$ cat config.mk
export PLATFORM = sky130hd
export DESIGN_NAME = wdg_prot_ctl
export DESIGN_NICKNAME = d
export VERILOG_FILES = /design/src/rtl/wdg_prot_pkg.sv /design/src/rtl/wdg_key_gate.sv /design/src/rtl/wdg_ctl_store.sv /design/src/rtl/wdg_read_mux.sv /design/src/rtl/wdg_prot_ctl.sv
export SDC_FILE = /design/constraint.sdc
export NUM_CORES = 1
export LEC_CHECK = 0
export BUFFER_PORTS_ARGS = -buffer_cell sky130_fd_sc_hd__buf_2
export CORE_AREA = 2 2 39 41
export DETAILED_ROUTE_END_ITERATION = 16
export DIE_AREA = 0 0 41 43
export PLACE_DENSITY_LB_ADDON = 0.3
export SYNTH_ARGS = -nofsm -noshare
export SYNTH_HDL_FRONTEND = slang
export SYNTH_SLANG_ARGS = --single-unit
$ cat constraint.sdc
create_clock -name clk -period 0.8 [get_ports clk]
set_input_delay 0.08 -clock clk [delete_from_list [all_inputs] [get_ports clk]]
set_output_delay 0.08 -clock clk [all_outputs]
set_load 0.02 [all_outputs]
$ cat src/rtl/wdg_prot_pkg.sv
package wdg_prot_pkg;

    localparam int CTL_W = 8;

    // Bit positions visible on the bus.
    localparam int POS_CNT_WE  = 6;
    localparam int POS_KEY_REG = 5;
    localparam int POS_REG_WE  = 4;
    localparam int POS_KEY_G2  = 3;
    localparam int POS_G2      = 2;
    localparam int POS_G0      = 0;

    // Stored field indices.
    localparam int NFLD    = 4;
    localparam int FLD_G0  = 0;
    localparam int FLD_G2  = 1;
    localparam int FLD_REG = 2;
    localparam int FLD_CNT = 3;

    typedef logic [CTL_W-1:0] ctl_word_t;
    typedef logic [NFLD-1:0]  fld_vec_t;

    typedef struct packed {
        logic stb;
        ctl_word_t data;
    } bus_wr_t;

    typedef struct packed {
        fld_vec_t en;
        fld_vec_t val;
    } fld_upd_t;

    function automatic int fld_pos(input int f);
        case (f)
            FLD_CNT: return POS_CNT_WE;
            FLD_REG: return POS_REG_WE;
            FLD_G2:  return POS_G2;
            default: return POS_G0;
        endcase
    endfunction

    function automatic ctl_word_t build_read(input fld_vec_t q);
        ctl_word_t w;
        w = '0;
        for (int f = 0; f < NFLD; f++) begin
            w[fld_pos(f)] = q[f];
        end
        w[POS_KEY_REG] = 1'b1;
        w[POS_KEY_G2]  = 1'b1;
        return w;
    endfunction

endpackage

$ cat src/rtl/wdg_key_gate.sv
module wdg_key_gate
    import wdg_prot_pkg::*;
(
    input  bus_wr_t  bus,
    input  logic     reg_we_q,
    output fld_upd_t upd
);
    logic key_reg_open;
    logic key_g2_open;

    always_comb begin
        key_reg_open = ~bus.data[POS_KEY_REG];
        key_g2_open  = ~bus.data[POS_KEY_G2];
    end

    for (genvar f = 0; f < NFLD; f++) begin : g_fld
        logic open_f;
        if (f == FLD_CNT) begin : g_cnt
            assign open_f = 1'b1;
        end else if (f == FLD_REG) begin : g_reg
            assign open_f = key_reg_open;
        end else if (f == FLD_G2) begin : g_g2
            assign open_f = key_g2_open & reg_we_q;
        end else begin : g_g0
            assign open_f = reg_we_q;
        end
        assign upd.en[f]  = bus.stb & open_f;
        assign upd.val[f] = bus.data[fld_pos(f)];
    end
endmodule

$ cat src/rtl/wdg_ctl_store.sv
module wdg_ctl_store
    import wdg_prot_pkg::*;
(
    input  logic     clk,
    input  logic     rst,
    input  bus_wr_t  bus,
    input  fld_upd_t upd,
    output fld_vec_t fld_q
);
    for (genvar f = 0; f < NFLD; f++) begin : g_bit
        always_ff @(posedge clk) begin
            if (rst) begin
                fld_q[f] <= 1'b0;
            end else if (upd.en[f]) begin
                fld_q[f] <= upd.val[f];
            end
        end
    end

    AST_RESET_CLEAR: assert property (@(posedge clk)
        rst |=> (fld_q == '0));

    AST_HOLD_IDLE: assert property (@(posedge clk) disable iff (rst)
        !bus.stb |=> $stable(fld_q));

    AST_CNT_DIRECT: assert property (@(posedge clk) disable iff (rst)
        bus.stb |=> fld_q[FLD_CNT] == $past(bus.data[POS_CNT_WE]));

    AST_REG_KEYED: assert property (@(posedge clk) disable iff (rst)
        (bus.stb && bus.data[POS_KEY_REG]) |=> $stable(fld_q[FLD_REG]));

    AST_G2_LOCKED: assert property (@(posedge clk) disable iff (rst)
        (bus.stb && (bus.data[POS_KEY_G2] || !fld_q[FLD_REG]))
            |=> $stable(fld_q[FLD_G2]));

    AST_G0_LOCKED: assert property (@(posedge clk) disable iff (rst)
        (bus.stb && !fld_q[FLD_REG]) |=> $stable(fld_q[FLD_G0]));
endmodule

$ cat src/rtl/wdg_read_mux.sv
module wdg_read_mux
    import wdg_prot_pkg::*;
(
    input  fld_vec_t  fld_q,
    output ctl_word_t rd_word
);
    always_comb begin
        rd_word = build_read(fld_q);
    end
endmodule

$ cat src/rtl/wdg_prot_ctl.sv
module wdg_prot_ctl
    import wdg_prot_pkg::*;
(
    input  logic             clk,
    input  logic             rst,
    input  logic             wr_stb,
    input  logic [CTL_W-1:0] wr_data,
    output logic [CTL_W-1:0] rd_data,
    output logic             cnt_wr_en
);
    bus_wr_t  bus;
    fld_upd_t upd;
    fld_vec_t fld_q;

    always_comb begin
        bus.stb  = wr_stb;
        bus.data = wr_data;
    end

    wdg_key_gate u_gate (
        .bus      (bus),
        .reg_we_q (fld_q[FLD_REG]),
        .upd      (upd)
    );

    wdg_ctl_store u_store (
        .clk   (clk),
        .rst   (rst),
        .bus   (bus),
        .upd   (upd),
        .fld_q (fld_q)
    );

    wdg_read_mux u_rd (
        .fld_q   (fld_q),
        .rd_word (rd_data)
    );

    assign cnt_wr_en = fld_q[FLD_CNT];

    AST_CNT_PORT_MATCH: assert property (@(posedge clk) disable iff (rst)
        cnt_wr_en == rd_data[POS_CNT_WE]);
endmodule

=== After elaboration in Yosys (flattened, before gate mapping) ===
Cells that the tools add are included.
W data, S select, Z words.

* Bitwise logic cells: 6

{| class="wikitable"
|+ Operators with widths
! cell !! count
|-
| $and A1 B1 Y1 || 4
|-
| $not A1 Y1 || 2
|}

* Output and inout port bits: 9
* Bits of input ports: 11
* Logic and storage cells: 10
* Flip-flop bits (word level): 4

=== Longest topological paths before layout ===
Gate-level depths: netlist of the first run.

* Word-level depth: 3
* Depth in mapped cells: 3

=== Modules after synthesis ===
A second synthesis of the first run with hierarchy kept.

* Cells, all modules: 30
* Area, all modules: 261.5 um^2

{| class="wikitable"
|+ By module, submodules not included
! module !! seq. area each (um^2) !! cells each !! area an instance (um^2) !! times used
|-
| wdg_ctl_store || 80.1 || 12 || 135.1 || 1
|-
| wdg_read_mux || 0.0 || 10 || 67.6 || 1
|-
| wdg_key_gate || 0.0 || 8 || 58.8 || 1
|}

=== Least setup slack after synthesis of the first run ===
Ideal clock, no wire load.

* Path type: register -> register
* Start point: reg u_store.fld_q[2]
* End point: reg u_store.fld_q[1]
* Cell stages (with the launch flop): 4
* Arrival: 624 ps
* Path slack: 57 ps
* Period minus slack after synthesis: 743 ps
* Path buffers: 0
* Cells stage by stage: dfxtp_1 > nand2_1 > o21ai_0 > a21oi_1

* Cells in the longest elaborated chain, start to end: 2

{| class="wikitable"
|+ Ends and longest elaborated chain
! item !! RTL line !! text
|-
| start: declaration || wdg_ctl_store.sv:8 || <nowiki>output fld_vec_t fld_q</nowiki>
|-
| start signal: indexed assignment || wdg_ctl_store.sv:15 || <nowiki>fld_q[f] <= upd.val[f];</nowiki>
|-
| $and A1 B1 Y1 || wdg_key_gate.sv:23 || <nowiki>assign open_f = key_g2_open & reg_we_q;</nowiki>
|-
| $and A1 B1 Y1 || wdg_key_gate.sv:27 || <nowiki>assign upd.en[f] = bus.stb & open_f;</nowiki>
|}

Every way passes these cells.
A chain may end at the register's enable or synchronous reset.

=== Worst setup path in the final report of the first run ===
* Start point: reg u_store.fld_q[2]
* End point: out rd_data[4]

{| class="wikitable"
|+ RTL lines
! item !! RTL line !! text
|-
| end: declaration || wdg_prot_ctl.sv:8 || <nowiki>output logic [CTL_W-1:0] rd_data,</nowiki>
|}

No word-level cell between the ends.

==> out/metrics.csv, run 1 <==
metric,value,unit
outcome,finished clean,
CTS max path bufs,2,
initial antenna violation count,0,
post-DP HPWL,378,um
final design utilization,23.6,%
# setup viols final,0,
Setup crit end kind,primary output,
CTS Hold Bufs,0,
syn_area_per_cell,8.50,um2
depth of the CTS H-tree,1,
drt via density,3.56,
largest net degree at the start of global routing,5,
HP Class,input port to register,
worst-case reg-to-reg path depth,3,
# port buffers,13,
Worst VDD drop,397,uV
min cycle time layout,0.782,ns
Critical path origin,u_store.fld_q[2],
row count,14,
PD cells,1720,nW/um2
WS Path Type,register to primary output,
"FF+latch count, synth",4,
CP max FO,4,
max_cap viols,0,
"delay-heaviest family, CP",flip-flops,
# IOs,20,
"Slew Viols, Final",0,
Routed WL,459,um
Residual DRC,0,
max FFs per register,4,
Startpoint Class,register,
sequential share of the synthesized area,39.3,%
Clock Root Buffer,clkbuf_4,
largest cells by area after synthesis,"dfxtp_1 (39%), buf_4 (22%), mux2i_1 (9.8%)",
number of hold violations in the final report,0,
share of layout cells above drive strength 1,57.9,%
grt total ovfl,0,
R2R Setup Slk,0.06,ns
DIE HEIGHT,43,um
skew final,0.00248,ns
Die ar.,1760,um2
CTS tree,yes,
Core Region,1380,um2
"Reg clk slew, reported paths",0.04,ns
fin nets,51,
Antenna Cells,0,
global-route wire length before repair,717,um
WP data arrival,0.70,ns
Worst path depth,1,
capture point of the critical path,rd_data[4],
Die Wd,41,um
"slowest stage delay, CP",0.35,ns
reg-to-reg endpoint,u_store.fld_q[1],
"Cell Area, Synth",204,um2
Peak Freq,1.28,GHz
Largest regs,u_store.fld_q (4),
worst skew pair latency,0.23,ns
drt pass-1 iters,2,
Synth cell types,11,
Final TNS setup,0,ns
"commonest non-fill, non-tap cells in the layout","buf_2 (8), conb_1 (4), buf_6 (4), clkbuf_4 (3), buf_4 (3)",
worst path cell trace,buf_6,
vias in the first global route,202,
Buf/Inv on CP,1,
CTS sink count,4,
initial cell density of the core,14.7,%
Vias,192,
cts bufs inserted,3,
Initial DRC Count,1,
Reg with most FFs,u_store.fld_q,
"commonest non-fill, non-tap cell in the layout",buf_2,
worst reg2reg startpoint,u_store.fld_q[2],
RSZ-0062 raised after global routing,true,
"Slowest-stage cell, CP",dfxtp_4,
cells after synthesis,24,
largest area contributor in the netlist,dfxtp_1,
Post-DRT Antenna Nets,0,
critical path data required time,0.72,ns
synthesis warning total,0,
area grow syn2layout,60.1,%
RD Place Congestion,0.745,
leakage power,0.157,nW
WL/cell,8.50,um
area share of the largest cell type after synthesis,39.3,%
post-route clock period utilization,97.8,%
gr usage total,6.43,%
## cells in the mapped netlist
master,n
buf_4,6
dfxtp_1,4
a21oi_1,2
conb_1,2
mux2i_1,2
nand2_1,2
nor2_1,2
and2b_1,1
nand3_1,1
nand4b_1,1
o21ai_0,1
## cells by family (layout without fill, tap and decap cells)
logic type	count (synthesis)	count (layout)	synth area share [%]
mux	2	2	9.82
simple gates	7	7	17.8
other cells	2	4	3.68
compound gates	3	3	7.36
flops	4	4	39.3
buf+inv	6	18	22.1
## layout make-up
| cell class | instances | area, um2 |
|---|---|---|
| Sequential cell | 4 | 86.3 |
| Clock buffer | 3 | 22.5 |
| Tap cell | 16 | 20.0 |
| Fill cell | 161 | 1060 |
| Multi-Input combinational cell | 16 | 90.1 |
| Timing Repair Buffer | 15 | 108 |
## worst min path at each step
stage | startpoint | end | slack (ns) | cells past startpoint
after floorplan | rst | u_store.fld_q[0] | 0.15 | 1
after global placement | rst | u_store.fld_q[1] | 0.30 | 2
after detailed placement | rst | u_store.fld_q[1] | 0.29 | 2
after CTS | rst | u_store.fld_q[3] | 0.05 | 2
after global routing | rst | u_store.fld_q[3] | 0.06 | 2
final | rst | u_store.fld_q[1] | 0.05 | 2
## layer usage
metal | up-vias | global-route usage [%] | part of all wire, %
li1 | 98 | - | -
met1 | 85 | 6.45 | 36
met3 | 0 | 3.14 | 12
met5 | - | 0 | 0
met4 | 0 | 6.00 | 0
met2 | 9 | 9.06 | 52
## through the flow
stage / setup slack (ns) / total power (W) / instance area (um2) / std cells / hold slack (ns)
2_1_floorplan: 0.0568 / 0.000281 / 211 / 26 / 0.149
3_3_place_gp: 0.0226 / 0.000303 / 267 / 51 / 0.303
3_5_place_dp: -0.00780 / 0.000303 / 267 / 51 / 0.294
4_1_cts: 0.00270 / 0.000570 / 309 / 54 / 0.0460
5_1_grt: -0.0180 / 0.000592 / 327 / 54 / 0.0563
6_report: 0.0178 / 0.000561 / 327 / 54 / 0.0469
## what timing repair did
| item | 4_1_cts | 5_1_grt |
|---|---|---|
| endpoints found under the setup margin | 5 | 4 |
| resized for setup | 8 | 7 |
| buffers inserted | 0 | 0 |
## power by group
part	switching (W)	internal (W)
logic	0.0000522	0.0000466
registers	0.00000714	0.000207
clock network	0.0000803	0.000168
No activity file was read; power rests on OpenSTA's default activity.
==> run 2, diff against run 1 <==
--- a/config.mk
+++ b/config.mk
@@ -9,6 +9,7 @@
 export CORE_AREA = 2 2 39 41
 export DETAILED_ROUTE_END_ITERATION = 16
 export DIE_AREA = 0 0 41 43
+export HOLD_SLACK_MARGIN = 0.1
 export PLACE_DENSITY_LB_ADDON = 0.3
 export SYNTH_ARGS = -nofsm -noshare
 export SYNTH_HDL_FRONTEND = slang
==> run 2 against run 1 <==
  * Routed wire length is 0.65% lower
  * Setup slack hardly changed
  * Hold slack better by 0.054 ns
  * First-iteration DRC count stayed put
  * Clock power hardly changed
  * Count of clock-buffer cells in the layout stayed put
  * Sequential cell count stayed put
  * Via count is 3.1% higher
  * Fmax stayed put
  * Largest cell class unchanged
  * Largest power group unchanged
==> out/metrics.csv, run 2 (synthesis results as in run 1) <==
metric,value,unit,change
initial cell density of the core,14.7,%,unchanged
post-route clock period utilization,97.8,%,about the same
area grow syn2layout,69.9,%,
cts bufs inserted,3,,unchanged
WP data arrival,0.70,ns,about the same
"Slowest-stage cell, CP",dfxtp_4,,
WL/cell,8.14,um,-4.2%
max_cap viols,0,,unchanged
DIE HEIGHT,43,um,unchanged
RSZ-0062 raised after global routing,true,,
RD Place Congestion,0.745,,unchanged
Finished Layout Cells,56,,+3.7%
"commonest non-fill, non-tap cell in the layout",buf_2,,
"Slew Viols, Final",0,,unchanged
# port buffers,13,,unchanged
gr usage total,6.43,%,unchanged
Reg with most FFs,u_store.fld_q,,
Peak Freq,1.28,GHz,unchanged
worst skew pair latency,0.23,ns,about the same
depth of the CTS H-tree,1,,unchanged
Residual DRC,0,,unchanged
Antenna Cells,0,,unchanged
outcome,finished clean,,
Post-DRT Antenna Nets,0,,unchanged
"Design Area, Final",347,um2,+6.1%
critical path data required time,0.72,ns,about the same
Largest regs,u_store.fld_q (4),,
Worst VDD drop,413,uV,+4.0%
placed cells,51,,unchanged
final design utilization,25.0,%,+1.4 points
Buf/Inv on CP,1,,unchanged
"commonest non-fill, non-tap cells in the layout","buf_2 (8), conb_1 (4), buf_6 (4), clkbuf_4 (3), buf_4 (3)",,
post-DP HPWL,378,um,unchanged
CTS max path bufs,2,,unchanged
Multi-input gate area,90.1,um2,unchanged
# IOs,20,,unchanged
drt pass-1 iters,2,,unchanged
min cycle time layout,0.782,ns,-0.000000200 ns
row count,14,,unchanged
CTS tree,yes,,
worst path cell trace,buf_6,,
HP Class,input port to register,,
"delay-heaviest family, CP",flip-flops,,
Clock Root Buffer,clkbuf_4,,
fillcell total,162,,+0.62%
Die Wd,41,um,unchanged
"Reg clk slew, reported paths",0.04,ns,about the same
PD cells,1640,nW/um2,-4.6%
CTS sink count,4,,unchanged
largest net degree at the start of global routing,5,,unchanged
Vias,198,,+3.1%
number of hold violations in the final report,0,,unchanged
global-route wire length before repair,717,um,unchanged
max FFs per register,4,,unchanged
# setup viols final,0,,unchanged
total power,0.000568,W,+1.3%
Startpoint Class,register,,
CP max FO,4,,unchanged
initial antenna violation count,0,,unchanged
DP Area,267,um2,unchanged
grt total ovfl,0,,unchanged
leakage power,0.165,nW,+5.3%
Die ar.,1760,um2,unchanged
drt via density,3.54,,-0.56%
vias in the first global route,202,,unchanged
Initial DRC Count,1,,unchanged
"slowest stage delay, CP",0.35,ns,about the same
Setup crit end kind,primary output,,
Core Region,1380,um2,unchanged
WS Path Type,register to primary output,,
fin nets,53,,+3.9%
Seq. cell area,86.3,um2,unchanged
Routed WL,456,um,-0.65%
share of layout cells above drive strength 1,55.0,%,-2.9 points
skew final,0.00248,ns,+0.0000000200 ns
-- run 2: final timing paths --
kind,cells after the start,startpoint,slack [ns],to
worst min register to register,2,u_store.fld_q[0],0.46,u_store.fld_q[0]
worst max-delay path,1,u_store.fld_q[2],0.02,rd_data[4]
worst min-delay path,3,wr_data[4],0.10,u_store.fld_q[2]
worst max register to register,3,u_store.fld_q[2],0.06,u_store.fld_q[1]
-- run 2: what timing repair did --
action,CTS,global route
hold buffers,2,0
setup endpoints to repair,5,4
cloned,0,0
hold endpoints to repair,4,0
buffers inserted,0,0
gates resized for setup,8,7
-- run 2: layout make-up --
| type | instances | area share (%) |
|---|---|---|
| sequential | 4 | 24.9 |
| tap | 16 | 5.78 |
| multi-input combinational | 16 | 26.0 |
| clock buffer | 3 | 6.50 |
| timing repair buffer | 17 | 36.8 |
-- run 2: through the flow --
| step | TNS [ns] | hold WS, ns | worst slack [ns] |
|---|---|---|---|
| after floorplan | 0 | 0.149 | 0.0568 |
| final | 0 | 0.101 | 0.0178 |
| after detailed placement | -0.00780 | 0.294 | -0.00780 |
| after global placement | 0 | 0.303 | 0.0226 |
| after global routing | -0.0251 | 0.124 | -0.0180 |
| after CTS | 0 | 0.103 | 0.00270 |
-- run 2: metal layers --
layer | share of wire, % | up-vias | GRT usage (%)
li1 | - | 102 | -
met1 | 34 | 87 | 5.81
met2 | 53 | 9 | 9.69
met3 | 12 | 0 | 3.14
met4 | 0 | 0 | 6.00
met5 | 0 | - | 0
-- run 2: worst register-to-register path, cell delays in order, from the launching register on --
cell and delay [ns]:
dfxtp_4 0.35, buf_4 0.11, nand4b_1 0.08, a21oi_1 0.12
-- run 2: power breakdown --
part / switching (W) / internal (W) / total, W
Sequential: 0.00000714 / 0.000207 / 0.000214
Clock: 0.0000803 / 0.000168 / 0.000248
Combinational: 0.0000530 / 0.0000529 / 0.000106
